==> config.mk <==
export PLATFORM = sky130hd
export DESIGN_NAME = rstgen_supervisor
export DESIGN_NICKNAME = d
export VERILOG_FILES = /design/src/rtl/rstgen_pkg.sv /design/src/rtl/rstgen_glitch_filter.sv /design/src/rtl/rstgen_delay_timer.sv /design/src/rtl/rstgen_supervisor.sv
export SDC_FILE = /design/constraint.sdc
export NUM_CORES = 1
export LEC_CHECK = 0
export BUFFER_PORTS_ARGS = -buffer_cell sky130_fd_sc_hd__clkbuf_2
export CAP_MARGIN = 25
export CELL_PAD_IN_SITES_DETAIL_PLACEMENT = 0
export CELL_PAD_IN_SITES_GLOBAL_PLACEMENT = 1
export CORE_ASPECT_RATIO = 1.25
export CORE_MARGIN = 4
export CORE_UTILIZATION = 38
export CTS_CLUSTER_DIAMETER = 100
export DETAILED_ROUTE_END_ITERATION = 12
export PLACE_DENSITY = 0.69
export SLEW_MARGIN = 20
export SYNTH_ARGS = -nofsm -noshare
export SYNTH_HDL_FRONTEND = slang
export SYNTH_SLANG_ARGS = --single-unit
==> constraint.sdc <==
create_clock -name clk -period 2.85 [get_ports clk]
set_input_delay 0.855 -clock clk [delete_from_list [all_inputs] [get_ports clk]]
set_output_delay 0.855 -clock clk [all_outputs]
set_load 0.1 [all_outputs]
==> src/rtl/rstgen_pkg.sv <==
package rstgen_pkg;

    typedef enum logic [1:0] {
        ST_HOLD  = 2'd0,
        ST_DELAY = 2'd1,
        ST_RUN   = 2'd2
    } sup_state_e;

    typedef struct packed {
        logic live;
        logic ok;
        logic vin_low;
    } supply_s;

    function automatic logic supply_good(supply_s s);
        return s.live && s.ok && !s.vin_low;
    endfunction

    function automatic logic supply_bad(supply_s s);
        return !s.ok || s.vin_low;
    endfunction

    // only the all-low mode code selects the short delay
    function automatic logic mode_is_slow(logic a, logic b);
        return a || b;
    endfunction

endpackage

==> src/rtl/rstgen_glitch_filter.sv <==
module rstgen_glitch_filter #(
    parameter int REACT_TICKS = 4
) (
    input  logic clk,
    input  logic rst,
    input  logic tick,
    input  logic bad,
    output logic trip
);
    localparam int FW = $clog2(REACT_TICKS + 1);
    localparam logic [FW-1:0] LIMIT = FW'(REACT_TICKS);

    logic [FW-1:0] cnt_q;

    always_ff @(posedge clk) begin
        if (rst || !bad) begin
            cnt_q <= '0;
        end else if (tick && cnt_q != LIMIT) begin
            cnt_q <= cnt_q + 1'b1;
        end
    end

    assign trip = bad && (cnt_q == LIMIT);

    // the filter never counts past its limit
    p_filter_bound_r5: assert property (@(posedge clk) disable iff (rst)
        cnt_q <= LIMIT);

    // a good sample restarts the reaction window
    p_filter_restart_r5: assert property (@(posedge clk) disable iff (rst)
        !bad |=> cnt_q == '0);

endmodule

==> src/rtl/rstgen_delay_timer.sv <==
module rstgen_delay_timer #(
    parameter int FAST_TICKS = 16,
    parameter int SLOW_TICKS = 32
) (
    input  logic clk,
    input  logic rst,
    input  logic clear,
    input  logic count_en,
    input  logic tick,
    input  logic slow,
    output logic done
);
    localparam int MAXT = (SLOW_TICKS > FAST_TICKS) ? SLOW_TICKS : FAST_TICKS;
    localparam int CW   = $clog2(MAXT + 1);
    localparam logic [CW-1:0] FAST_LAST = CW'(FAST_TICKS - 1);
    localparam logic [CW-1:0] SLOW_LAST = CW'(SLOW_TICKS - 1);

    logic [CW-1:0] cnt_q;
    logic [CW-1:0] last;
    logic          at_end;

    assign last   = slow ? SLOW_LAST : FAST_LAST;
    assign at_end = cnt_q >= last;
    assign done   = count_en && tick && at_end;

    always_ff @(posedge clk) begin
        if (rst || clear || done) begin
            cnt_q <= '0;
        end else if (count_en && tick) begin
            cnt_q <= cnt_q + 1'b1;
        end
    end

    // the delay count stays inside the longer window
    p_delay_bound_r3: assert property (@(posedge clk) disable iff (rst)
        cnt_q < CW'(MAXT));

    // a clear request empties the count
    p_delay_clear_r11: assert property (@(posedge clk) disable iff (rst)
        clear |=> cnt_q == '0);

endmodule

==> src/rtl/rstgen_supervisor.sv <==
module rstgen_supervisor
    import rstgen_pkg::*;
#(
    parameter int REACT_TICKS = 4,
    parameter int FAST_TICKS  = 16,
    parameter int SLOW_TICKS  = 32
) (
    input  logic clk,
    input  logic rst,
    input  logic tick,
    input  logic vout_live,
    input  logic vout_ok,
    input  logic vin_low,
    input  logic wd_req,
    input  logic mode_a,
    input  logic mode_b,
    output logic rst_n_out,
    output logic rst_drive_en,
    output logic release_pulse
);
    supply_s    sup;
    sup_state_e state_q, state_d;
    logic       good, bad, trip, slow;
    logic       dly_clear, dly_en, dly_done;
    logic       rel_q, en_q;

    assign sup  = '{live: vout_live, ok: vout_ok, vin_low: vin_low};
    assign good = supply_good(sup);
    assign bad  = supply_bad(sup);
    assign slow = mode_is_slow(mode_a, mode_b);

    rstgen_glitch_filter #(
        .REACT_TICKS(REACT_TICKS)
    ) u_filter (
        .clk  (clk),
        .rst  (rst),
        .tick (tick),
        .bad  (bad),
        .trip (trip)
    );

    assign dly_clear = (state_q != ST_DELAY) || wd_req || !good;
    assign dly_en    = (state_q == ST_DELAY) && good && !wd_req;

    rstgen_delay_timer #(
        .FAST_TICKS(FAST_TICKS),
        .SLOW_TICKS(SLOW_TICKS)
    ) u_delay (
        .clk      (clk),
        .rst      (rst),
        .clear    (dly_clear),
        .count_en (dly_en),
        .tick     (tick),
        .slow     (slow),
        .done     (dly_done)
    );

    always_comb begin
        state_d = state_q;
        unique case (state_q)
            ST_HOLD:  if (good) state_d = ST_DELAY;
            ST_DELAY: begin
                if (!good)         state_d = ST_HOLD;
                else if (dly_done) state_d = ST_RUN;
            end
            ST_RUN: begin
                if (!vout_live || trip) state_d = ST_HOLD;
                else if (wd_req)        state_d = ST_DELAY;
            end
            default: state_d = ST_HOLD;
        endcase
    end

    always_ff @(posedge clk) begin
        if (rst) begin
            state_q <= ST_HOLD;
            rel_q   <= 1'b0;
            en_q    <= 1'b0;
        end else begin
            state_q <= state_d;
            rel_q   <= (state_d == ST_RUN) && (state_q != ST_RUN);
            en_q    <= vout_live;
        end
    end

    assign rst_n_out     = (state_q == ST_RUN);
    assign release_pulse = rel_q;
    assign rst_drive_en  = en_q;

    // a bad supply keeps a low reset low
    p_hold_bad_r2: assert property (@(posedge clk) disable iff (rst)
        (!rst_n_out && (!vout_ok || vin_low)) |=> !rst_n_out);

    // a watchdog request pulls a released reset low
    p_wd_force_r8: assert property (@(posedge clk) disable iff (rst)
        (rst_n_out && wd_req) |=> !rst_n_out);

    // the strobe marks every release
    p_release_mark_r9: assert property (@(posedge clk) disable iff (rst)
        $rose(rst_n_out) |-> release_pulse);

    // the strobe lasts one cycle
    p_release_single_r9: assert property (@(posedge clk) disable iff (rst)
        release_pulse |=> !release_pulse);

    // output collapse disables the driver and holds reset
    p_collapse_r10: assert property (@(posedge clk) disable iff (rst)
        !vout_live |=> (!rst_n_out && !rst_drive_en));

endmodule

==> flow_metrics.py, run 1 <==
metrics = {
    "status": {
        "outcome": "complete, no violations",
    },
    "grt": {
        "antenna_found_initial": 0,
        "grtUsageMet1_pct": 17.45,
        "grt_usage_pct": 13.64,
        "grt-ovfl-total": 0,
        "grt_first_pass_wirelength_mm": 2.601,
        "use_met2_pct": 20.47,
        "grt.busiest_layer": "met2",
        "first_global_vias": 590,
        "grtUsageMet3_pct": 5.825,
        "grt_max_degree": 12,
    },
    "clock_tree": {
        "clockBufferDepth": 2,
        "clockRootBuffer": "clkbuf_4",
        "cts_resized": 0,
        "hold_buffers": 0,
        "post_cts_buffers": 0,
        "cts_buffers": 3,
        "cts.sinks": 13,
        "htreeDepth": 1,
        "cts_tree": "yes",
        "worstSkewPairLatency_ns": 0.29,
        "clk_pin_slew_worst_paths_ns": 0.09,
    },
    "sta": {
        "whs_ns": 0.5174,
        "tns_ns": 0,
        "fmaxAchievable_ghz": 0.4481,
        "worst_slew_pin_slew_ns": 0.5340,
        "clock_skew_ns": 0.004094,
        "min_period_over_period_pct": 78.30,
        "finalHoldViolCount": 0,
        "period_minus_slack_ns": 2.232,
        "rsz0062_at_grt": "false",
        "slew_headroom_pct": 64.32,
        "setup_viol": 0,
        "slew_viol_final": 0,
    },
    "synthesis": {
        "ys_ff_latch": 13,
        "yosysSeqAreaShare_pct": 36.94,
        "yosys.area_share.simple_pct": 25.58,
        "synth_adder_area_share_pct": 7.105,
        "avgSynthCellArea_sq_um": 9.392,
        "yosysWarnings": 0,
        "synth_top_family_by_area": "simple AND/OR/NAND/NOR gates",
        "netlist_area_sq_um": 704.4,
        "muxShareOfSynthArea_pct": 1.421,
        "synth-xor-area-share_pct": 1.243,
        "syn_inst": 75,
        "async_flop_share_pct": 0,
        "synth_edf_count": 0,
        "ys_types": 32,
        "ys.flop_type": "dfxtp_1",
        "syn_nets": 88,
        "synth_compound_gate_area_share_pct": 22.91,
    },
    "die": {
        "initial_core_util_pct": 39.90,
        "die_h_microns": 56.14,
        "boundaryPins": 12,
        "coreArea_sq_um": 1765,
        "rows": 17,
        "dieArea_sq_um": 2611,
        "dieWidth_microns": 46.51,
    },
    "power": {
        "p_leak_nw": 0.2749,
        "p_comb_share_pct": 9.7,
        "power.total_mw": 0.3401,
        "p_int_mw": 0.2497,
        "power_frac_seq_pct": 55.1,
        "power_switching_mw": 0.09043,
        "vdd_drop_max_v": 0.0003089,
        "switching_share_pct": 26.59,
        "power.density_nw_per_um2": 427.4,
        "p_clk_share_pct": 35.2,
    },
    "setup_path": {
        "r2r_cells": 3,
        "endpoint_kind": "primary output",
        "cp_num_buf_inv": 2,
        "crit_path_start_kind": "flop",
        "max_stage_delay_ns": 0.46,
        "crit_slowest_cell": "clkbuf_2",
        "criticalPathCategory": "reg -> out",
        "r2r_start": "state_q[1]",
        "reg2reg_setup_slack_ns": 1.31,
        "crit_arrival_ns": 1.38,
        "rr_endpoint": "u_delay.cnt_q[4]",
        "crit_chain": "inv_1 > nor2_1 > clkbuf_2",
        "crit_fanout": 7,
        "required_ns": 2.00,
        "path_delay_family": "buffers and inverters",
    },
    "min_path": {
        "hold_path_end": "u_filter.cnt_q[2]",
        "min_from": "u_filter.cnt_q[2]",
        "whs_path_depth": 1,
        "hold_class": "reg -> reg",
    },
    "layout": {
        "finalInstanceArea_sq_um": 795.8,
        "finalNetCount": 102,
        "fin_util_pct": 45.07,
        "num_antenna_cells": 0,
        "final_layout_size_suffix_gt1_share_pct": 21.59,
        "area_delta_synth_final_pct": 12.97,
    },
    "routing": {
        "routed_via_density": 5.757,
        "antenna_left": 0,
        "drt_pre_antenna_iters": 4,
        "wirelength_mm": 1.472,
        "dr_total_vias": 616,
        "drt-initial-drc-count": 14,
        "wl_per_cell_microns": 13.76,
        "drc": 0,
    },
    "flow_run": {
        "maxCapViolations": 0,
    },
    "placement": {
        "dpl-instance-area_sq_um": 768.2,
        "portBuffers": 11,
        "dp_hpwl_mm": 1.107,
        "gp_congestion": 0.7290,
    },
}
## logic make-up after synthesis
group,after synthesis
compound gates,22
xor+xnor,1
fa+ha+maj,4
buf+inv,7
flops,13
mux,1
simple gates,27
## synth_stat cells, types with 2 or more instances
cell | number | area (sq um)
inv_1 | 5 | 18.77
or4_1 | 3 | 22.52
dfxtp_1 | 13 | 260.3
a21oi_1 | 2 | 10.01
a211oi_1 | 6 | 45.04
ha_1 | 4 | 50.05
nand2_1 | 3 | 11.26
o21ai_0 | 3 | 15.01
nand3_1 | 4 | 20.02
nor2_1 | 4 | 15.01
o31ai_1 | 3 | 22.52
nor2b_1 | 2 | 12.51
nor3_1 | 4 | 20.02
## sequential cells by signal (all words and copies together), names as in the netlist
signal and count:
u_delay.cnt_q 6, u_filter.cnt_q 3, state_q 2, release_pulse 1, rst_drive_en 1
## worst max path at each step
stage	start	to	slack [ns]	cells after the start
floorplan	state_q[1]	rst_n_out	0.28	2
global placement	wd_req	u_delay.cnt_q[4]	0.65	4
detailed placement	wd_req	u_delay.cnt_q[4]	0.65	4
CTS	state_q[1]	rst_n_out	0.61	3
global route	state_q[1]	rst_n_out	0.55	3
finish	state_q[1]	rst_n_out	0.62	3
## metal layers
metal	share of wire (%)	vias up
li1	-	319
met1	45	283
met2	49	11
met3	4.8	3
met4	1.2	0
met5	0	-
## metrics by stage
step / setup slack, ns / instances
2_1_floorplan: 0.2800 / 75
3_3_place_gp: 0.6451 / 103
3_5_place_dp: 0.6468 / 103
4_1_cts: 0.6056 / 107
5_1_grt: 0.5489 / 107
6_report: 0.6184 / 107
## power groups by stage
stage	Clock, mW	Sequential [mW]	Combinational (mW)
global route	0.133	0.188	0.0384
detailed placement	0	0.192	0.0336
CTS	0.127	0.187	0.0338
global placement	0	0.192	0.0334
floorplan	0	0.197	0.0158
finish	0.120	0.187	0.0332
## placed cells by master (no fill, tap or decap), drive strengths merged, types with 2 or more instances in the layout
master,instances
o21ai,3
a21oi,2
ha,4
clkbuf,14
nor2,4
nand3,4
a21boi,2
nor2b,2
dfxtp,13
nand2,3
or4,3
a211oi,6
nor3,4
inv,5
o31ai,3
## final cells by class
type                            instances  area, sq um
Sequential cell                        13        260.3
Timing Repair Buffer                   11        55.05
Fill cell                             183        969.7
Inverter                                5        18.77
Clock buffer                            3        22.52
Tap cell                               19        23.77
Multi-Input combinational cell         55        410.4
Clock inverter                          1        5.005
(Power assumes the default switching activity.)
==> inputs of run 2 (changes only) <==
--- a/config.mk
+++ b/config.mk
@@ -11,10 +11,10 @@
 export CELL_PAD_IN_SITES_GLOBAL_PLACEMENT = 1
 export CORE_ASPECT_RATIO = 1.25
 export CORE_MARGIN = 4
-export CORE_UTILIZATION = 38
+export CORE_UTILIZATION = 36
 export CTS_CLUSTER_DIAMETER = 100
 export DETAILED_ROUTE_END_ITERATION = 12
-export PLACE_DENSITY = 0.69
+export PLACE_DENSITY = 0.68
 export SLEW_MARGIN = 20
 export SYNTH_ARGS = -nofsm -noshare
 export SYNTH_HDL_FRONTEND = slang
==> constraint.sdc (replaced) <==
create_clock -name clk -period 1.8 [get_ports clk]
set_input_delay 0.54 -clock clk [delete_from_list [all_inputs] [get_ports clk]]
set_output_delay 0.54 -clock clk [all_outputs]
set_load 0.1 [all_outputs]
==> flow_metrics.py, run 2 (synthesis results as in run 1) <==
metrics = {
    "die": {
        "die_h_microns": 57.46,
        "boundaryPins": 12,
        "dieWidth_microns": 47.57,
        "coreArea_sq_um": 1808,
        "initial_core_util_pct": 38.96,
        "rows": 17,
        "dieArea_sq_um": 2733,
    },
    "power": {
        "power.total_mw": 0.5343,
        "power_switching_mw": 0.1297,
        "p_clk_share_pct": 33.1,
        "switching_share_pct": 24.28,
        "power.density_nw_per_um2": 609.2,
        "power_frac_seq_pct": 55.6,
        "p_int_mw": 0.4046,
        "vdd_drop_max_v": 0.0002985,
        "p_leak_nw": 0.3142,
        "p_comb_share_pct": 11.4,
    },
    "sta": {
        "clock_skew_ns": 0.0008245,
        "worst_slew_pin_slew_ns": 0.5393,
        "min_period_over_period_pct": 92.20,
        "rsz0062_at_grt": "false",
        "slew_viol_final": 0,
        "fmaxAchievable_ghz": 0.6026,
        "setup_viol": 0,
        "fin_ws_ns": 0.1405,
        "tns_ns": 0,
        "slew_headroom_pct": 64.20,
        "period_minus_slack_ns": 1.660,
        "finalHoldViolCount": 0,
    },
    "grt": {
        "grt-ovfl-total": 0,
        "grt_max_degree": 11,
        "grt_first_pass_wirelength_mm": 2.628,
        "first_global_vias": 611,
        "antenna_found_initial": 0,
        "grt_usage_pct": 13.19,
    },
    "setup_path": {
        "rr_endpoint": "u_delay.cnt_q[3]",
        "crit_fanout": 7,
        "endpoint_kind": "primary output",
        "path_delay_family": "flip-flops",
        "crit_path_start": "state_q[1]",
        "max_stage_delay_ns": 0.43,
        "r2r_cells": 3,
        "crit_path_start_kind": "flop",
        "criticalPathCategory": "reg -> out",
        "crit_arrival_ns": 1.12,
        "crit_chain": "inv_1 > nor2_4 > buf_12",
        "reg2reg_setup_slack_ns": 0.26,
        "crit_slowest_cell": "dfxtp_1",
        "cp_num_buf_inv": 2,
        "required_ns": 1.26,
        "r2r_start": "state_q[0]",
    },
    "placement": {
        "place_inst": 111,
        "portBuffers": 11,
        "place_ws_ns": 0.02431,
        "gp_congestion": 0.7974,
        "dpl-instance-area_sq_um": 850.8,
        "dp_hpwl_mm": 1.204,
    },
    "clock_tree": {
        "cts_buffers": 3,
        "worstSkewPairLatency_ns": 0.27,
        "clk_pin_slew_worst_paths_ns": 0.08,
        "htreeDepth": 1,
        "cts.sinks": 13,
        "cts_resized": 0,
        "cts_tree": "yes",
        "clockBufferDepth": 2,
        "clockRootBuffer": "clkbuf_4",
        "post_cts_buffers": 0,
        "hold_buffers": 0,
    },
    "routing": {
        "drt-initial-drc-count": 8,
        "routed_via_density": 5.574,
        "wirelength_mm": 1.522,
        "drc": 0,
        "antenna_left": 0,
        "dr_total_vias": 641,
        "wl_per_cell_microns": 13.23,
        "drt_pre_antenna_iters": 3,
    },
    "min_path": {
        "hold_class": "in -> reg",
        "hold_path_end": "release_pulse",
        "min_from": "rst",
        "whs_path_depth": 2,
    },
    "layout": {
        "layout_commonest_cell": "dfxtp_1",
        "finalNetCount": 110,
        "area_delta_synth_final_pct": 24.51,
        "finalInstanceArea_sq_um": 877.1,
        "num_antenna_cells": 0,
        "largest_reg_flops": 6,
        "final_cell_mix": "dfxtp_1, clkbuf_2, buf_4",
        "final_layout_size_suffix_gt1_share_pct": 28.13,
        "final_cells": 115,
        "reg_top3": "u_delay.cnt_q x6, u_filter.cnt_q x3, state_q x2",
        "regMostFlops": "u_delay.cnt_q",
    },
    "status": {
        "outcome": "complete, no violations",
    },
    "flow_run": {
        "maxCapViolations": 0,
    },
}
## run 2: changes by cell type in the layout (fill, tap and decap cells not counted), sizes merged
cell and change:
buf +9, clkinv -1
## run 2: worst max path at each step
stage	end	slack, ns	cells after the start
final	rst_n_out	0.14	3
after global routing	rst_n_out	0.05	3
after CTS	rst_n_out	0.12	3
after detailed placement	u_delay.cnt_q[3]	0.02	4
after global placement	u_delay.cnt_q[4]	0.04	4
after floorplan	u_delay.cnt_q[4]	0.14	4
## run 2: power groups by stage
stage                     Combinational [mW]  Sequential, mW  Clock, mW
final                                 0.0607           0.297      0.177
after global routing                  0.0671           0.298      0.208
after CTS                             0.0611           0.297      0.189
after detailed placement              0.0608           0.304          0
after global placement                0.0604           0.304          0
after floorplan                       0.0250           0.312          0
## run 2: layout make-up
class                      count  area [sq um]
multi-input combinational     55         417.9
timing repair buffer          19         130.1
clock buffer                   4         26.28
sequential                    13         260.3
fill                         182         930.9
tap                           19         23.77
inverter                       5         18.77
## run 2: per-layer routing
layer	routed length [microns]	part of all wire, %	vias up	global-route usage, %
met3	43	2.8	2	3.785
met1	733	48	293	17.48
met4	13	0.85	0	6.923
met5	0	0	-	0
li1	-	-	339	-
met2	731	48	7	18.77
## run 2: per-stage QoR
step                util (%)  hold WS (ns)
floorplan                  -        0.4671
global placement       47.06        0.4942
detailed placement     47.06        0.5029
CTS                    48.51        0.5060
global route           48.51        0.5120
finish                 48.51        0.5137
==> inputs of run 3 (changes only) <==
--- a/config.mk
+++ b/config.mk
@@ -5,15 +5,17 @@
 export SDC_FILE = /design/constraint.sdc
 export NUM_CORES = 1
 export LEC_CHECK = 0
+export ABC_AREA = 1
 export BUFFER_PORTS_ARGS = -buffer_cell sky130_fd_sc_hd__clkbuf_2
 export CAP_MARGIN = 25
 export CELL_PAD_IN_SITES_DETAIL_PLACEMENT = 0
 export CELL_PAD_IN_SITES_GLOBAL_PLACEMENT = 1
 export CORE_ASPECT_RATIO = 1.25
 export CORE_MARGIN = 4
-export CORE_UTILIZATION = 36
+export CORE_UTILIZATION = 34
 export CTS_CLUSTER_DIAMETER = 100
 export DETAILED_ROUTE_END_ITERATION = 12
+export HOLD_SLACK_MARGIN = 0.03
 export PLACE_DENSITY = 0.68
 export SLEW_MARGIN = 20
 export SYNTH_ARGS = -nofsm -noshare
==> flow_metrics.py, run 3 <==
metrics = {
    "status": {
        "outcome": "complete, no violations",
    },
    "die": {
        "dieArea_sq_um": 3024,
        "initial_core_util_pct": 36.98,
        "die_h_microns": 60.49,
        "boundaryPins": 12,
        "dieWidth_microns": 50.00,
        "coreArea_sq_um": 2027,
        "rows": 18,
    },
    "synthesis": {
        "yosysSeqAreaShare_pct": 34.72,
        "yosysWarnings": 0,
        "synth_compound_gate_area_share_pct": 7.679,
        "muxShareOfSynthArea_pct": 0,
        "ys_ff_latch": 13,
        "async_flop_share_pct": 0,
        "yosys-top-cells-area": "dfxtp_1, nand2_1, inv_1",
        "avgSynthCellArea_sq_um": 7.206,
        "ys_types": 18,
        "netlist_area_sq_um": 749.5,
        "synthTopCellsByCount": "nand2_1, inv_1, nor2_1",
        "synth_top_family_by_area": "simple AND/OR/NAND/NOR gates",
        "yosysTopAreaCell": "dfxtp_1",
        "synth_edf_count": 0,
        "yosys.area_share.simple_pct": 40.90,
        "ys.flop_type": "dfxtp_1",
        "syn_inst": 104,
        "synth_adder_area_share_pct": 6.678,
        "synth-xor-area-share_pct": 0,
        "yosys.cell_count.top_type": "nand2_1",
        "syn_nets": 117,
        "yosysTopAreaCellShare_pct": 34.72,
    },
    "power": {
        "p_leak_nw": 0.3809,
        "power.total_mw": 0.5249,
        "vdd_drop_max_v": 0.0002520,
        "power.density_nw_per_um2": 610.7,
    },
    "clock_tree": {
        "clockRootBuffer": "clkbuf_4",
        "clk_pin_slew_worst_paths_ns": 0.08,
        "worstSkewPairLatency_ns": 0.26,
        "cts.sinks": 13,
        "htreeDepth": 1,
        "clockBufferDepth": 2,
        "cts_resized": 0,
        "cts_buffers": 3,
        "hold_buffers": 0,
        "cts_tree": "yes",
        "post_cts_buffers": 0,
    },
    "setup_path": {
        "max_stage_delay_ns": 0.39,
        "crit_path_start_kind": "flop",
        "rr_endpoint": "state_q[0]",
        "r2r_start": "u_delay.cnt_q[4]",
        "crit_chain": "inv_1 > nand2_1 > inv_1 > buf_12",
        "crit_fanout": 4,
        "endpoint_kind": "primary output",
        "crit_slowest_cell": "dfxtp_1",
        "r2r_cells": 6,
        "cpMostUsedCell": "inv_1",
        "reg2reg_setup_slack_ns": 0.58,
        "criticalPathCategory": "reg -> out",
        "required_ns": 1.26,
        "crit_arrival_ns": 1.03,
    },
    "sta": {
        "slew_viol_final": 0,
        "fin_ws_ns": 0.2347,
        "fmaxAchievable_ghz": 0.6388,
        "rsz0062_at_grt": "false",
        "finalHoldViolCount": 0,
        "tns_ns": 0,
        "period_minus_slack_ns": 1.565,
        "whs_ns": 0.4556,
        "setup_viol": 0,
        "min_period_over_period_pct": 86.96,
        "clock_skew_ns": 0.003853,
        "slew_headroom_pct": 63.97,
        "worst_slew_pin_slew_ns": 0.5428,
    },
    "routing": {
        "drc": 0,
        "antenna_left": 0,
        "wl_per_cell_microns": 9.775,
        "drt_pre_antenna_iters": 4,
        "dr_total_vias": 657,
        "wirelength_mm": 1.349,
        "routed_via_density": 4.761,
        "drt-initial-drc-count": 6,
    },
    "placement": {
        "place_inst": 134,
        "dpl-instance-area_sq_um": 833.3,
        "portBuffers": 11,
        "dp_hpwl_mm": 1.181,
        "gp_congestion": 0.7232,
        "place_ws_ns": 0.2633,
    },
    "grt": {
        "grt_usage_pct": 10.86,
        "antenna_found_initial": 0,
        "grt-ovfl-total": 0,
        "grt_max_degree": 9,
        "first_global_vias": 626,
        "grt_first_pass_wirelength_mm": 2.477,
    },
    "flow_run": {
        "maxCapViolations": 0,
    },
    "min_path": {
        "hold_path_end": "u_delay.cnt_q[5]",
        "hold_class": "reg -> reg",
        "whs_path_depth": 2,
        "min_from": "u_delay.cnt_q[5]",
    },
    "layout": {
        "multi_input_area_sq_um": 414.1,
        "nFillCells": 216,
        "final_cells": 138,
        "area_delta_synth_final_pct": 14.69,
        "regMostFlops": "u_delay.cnt_q",
        "finalNetCount": 132,
        "reg_top3": "u_delay.cnt_q x6, u_filter.cnt_q x3, state_q x2",
        "finalInstanceArea_sq_um": 859.6,
        "final_cell_mix": "nand2_1, inv_1, nor2_1",
        "largest_reg_flops": 6,
        "ff_latch_area_sq_um": 260.3,
        "final_layout_size_suffix_gt1_share_pct": 20.34,
        "fin_util_pct": 42.41,
        "num_antenna_cells": 0,
        "layout_commonest_cell": "nand2_1",
    },
}
-- run 3: worst max-delay path by stage --
stage / startpoint / endpoint / slack [ns] / depth (start not counted)
finish: state_q[0] / rst_n_out / 0.23 / 4
global route: state_q[0] / rst_n_out / 0.16 / 4
CTS: state_q[0] / rst_n_out / 0.22 / 4
detailed placement: mode_b / u_delay.cnt_q[3] / 0.26 / 8
global placement: mode_b / u_delay.cnt_q[1] / 0.27 / 8
floorplan: state_q[0] / rst_n_out / 0.24 / 3
-- run 3: routing by layer --
layer	wire, microns	vias to the layer above	track usage (%)
li1	-	357	-
met1	606	294	12.56
met2	690	4	18.28
met3	33	2	2.948
met4	19	0	5.929
met5	0	-	0
-- run 3: power by group --
| group | leakage (nW) | switching [mW] | total (mW) | internal (mW) |
|---|---|---|---|---|
| logic | 0.260 | 0.0379 | 0.0557 | 0.0178 |
| clock network | 0.0150 | 0.0883 | 0.174 | 0.0856 |
| registers | 0.105 | 0.00300 | 0.295 | 0.292 |
-- run 3: critical path: cells and delay by family, from the launching register on --
kind                   cells  cell delay (ns)
DFF                        1             0.39
buffers and inverters      3             0.30
and+or+nand+nor            1             0.07
-- run 3: cell families after synthesis --
| kind of cell | after synthesis |
|---|---|
| AND/OR/NAND/NOR | 59 |
| AO/OA/AOI/OAI | 10 |
| buffers and inverters | 18 |
| flip-flops | 13 |
| adder cells (fa/ha/maj) | 4 |
-- run 3: area by class of cell --
| type | instances | area share, % |
|---|---|---|
| Multi-Input combinational cell | 73 | 48.18 |
| Inverter | 17 | 7.424 |
| Clock buffer | 4 | 3.057 |
| Timing Repair Buffer | 11 | 8.151 |
| Sequential cell | 13 | 30.28 |
| Tap cell | 20 | 2.911 |
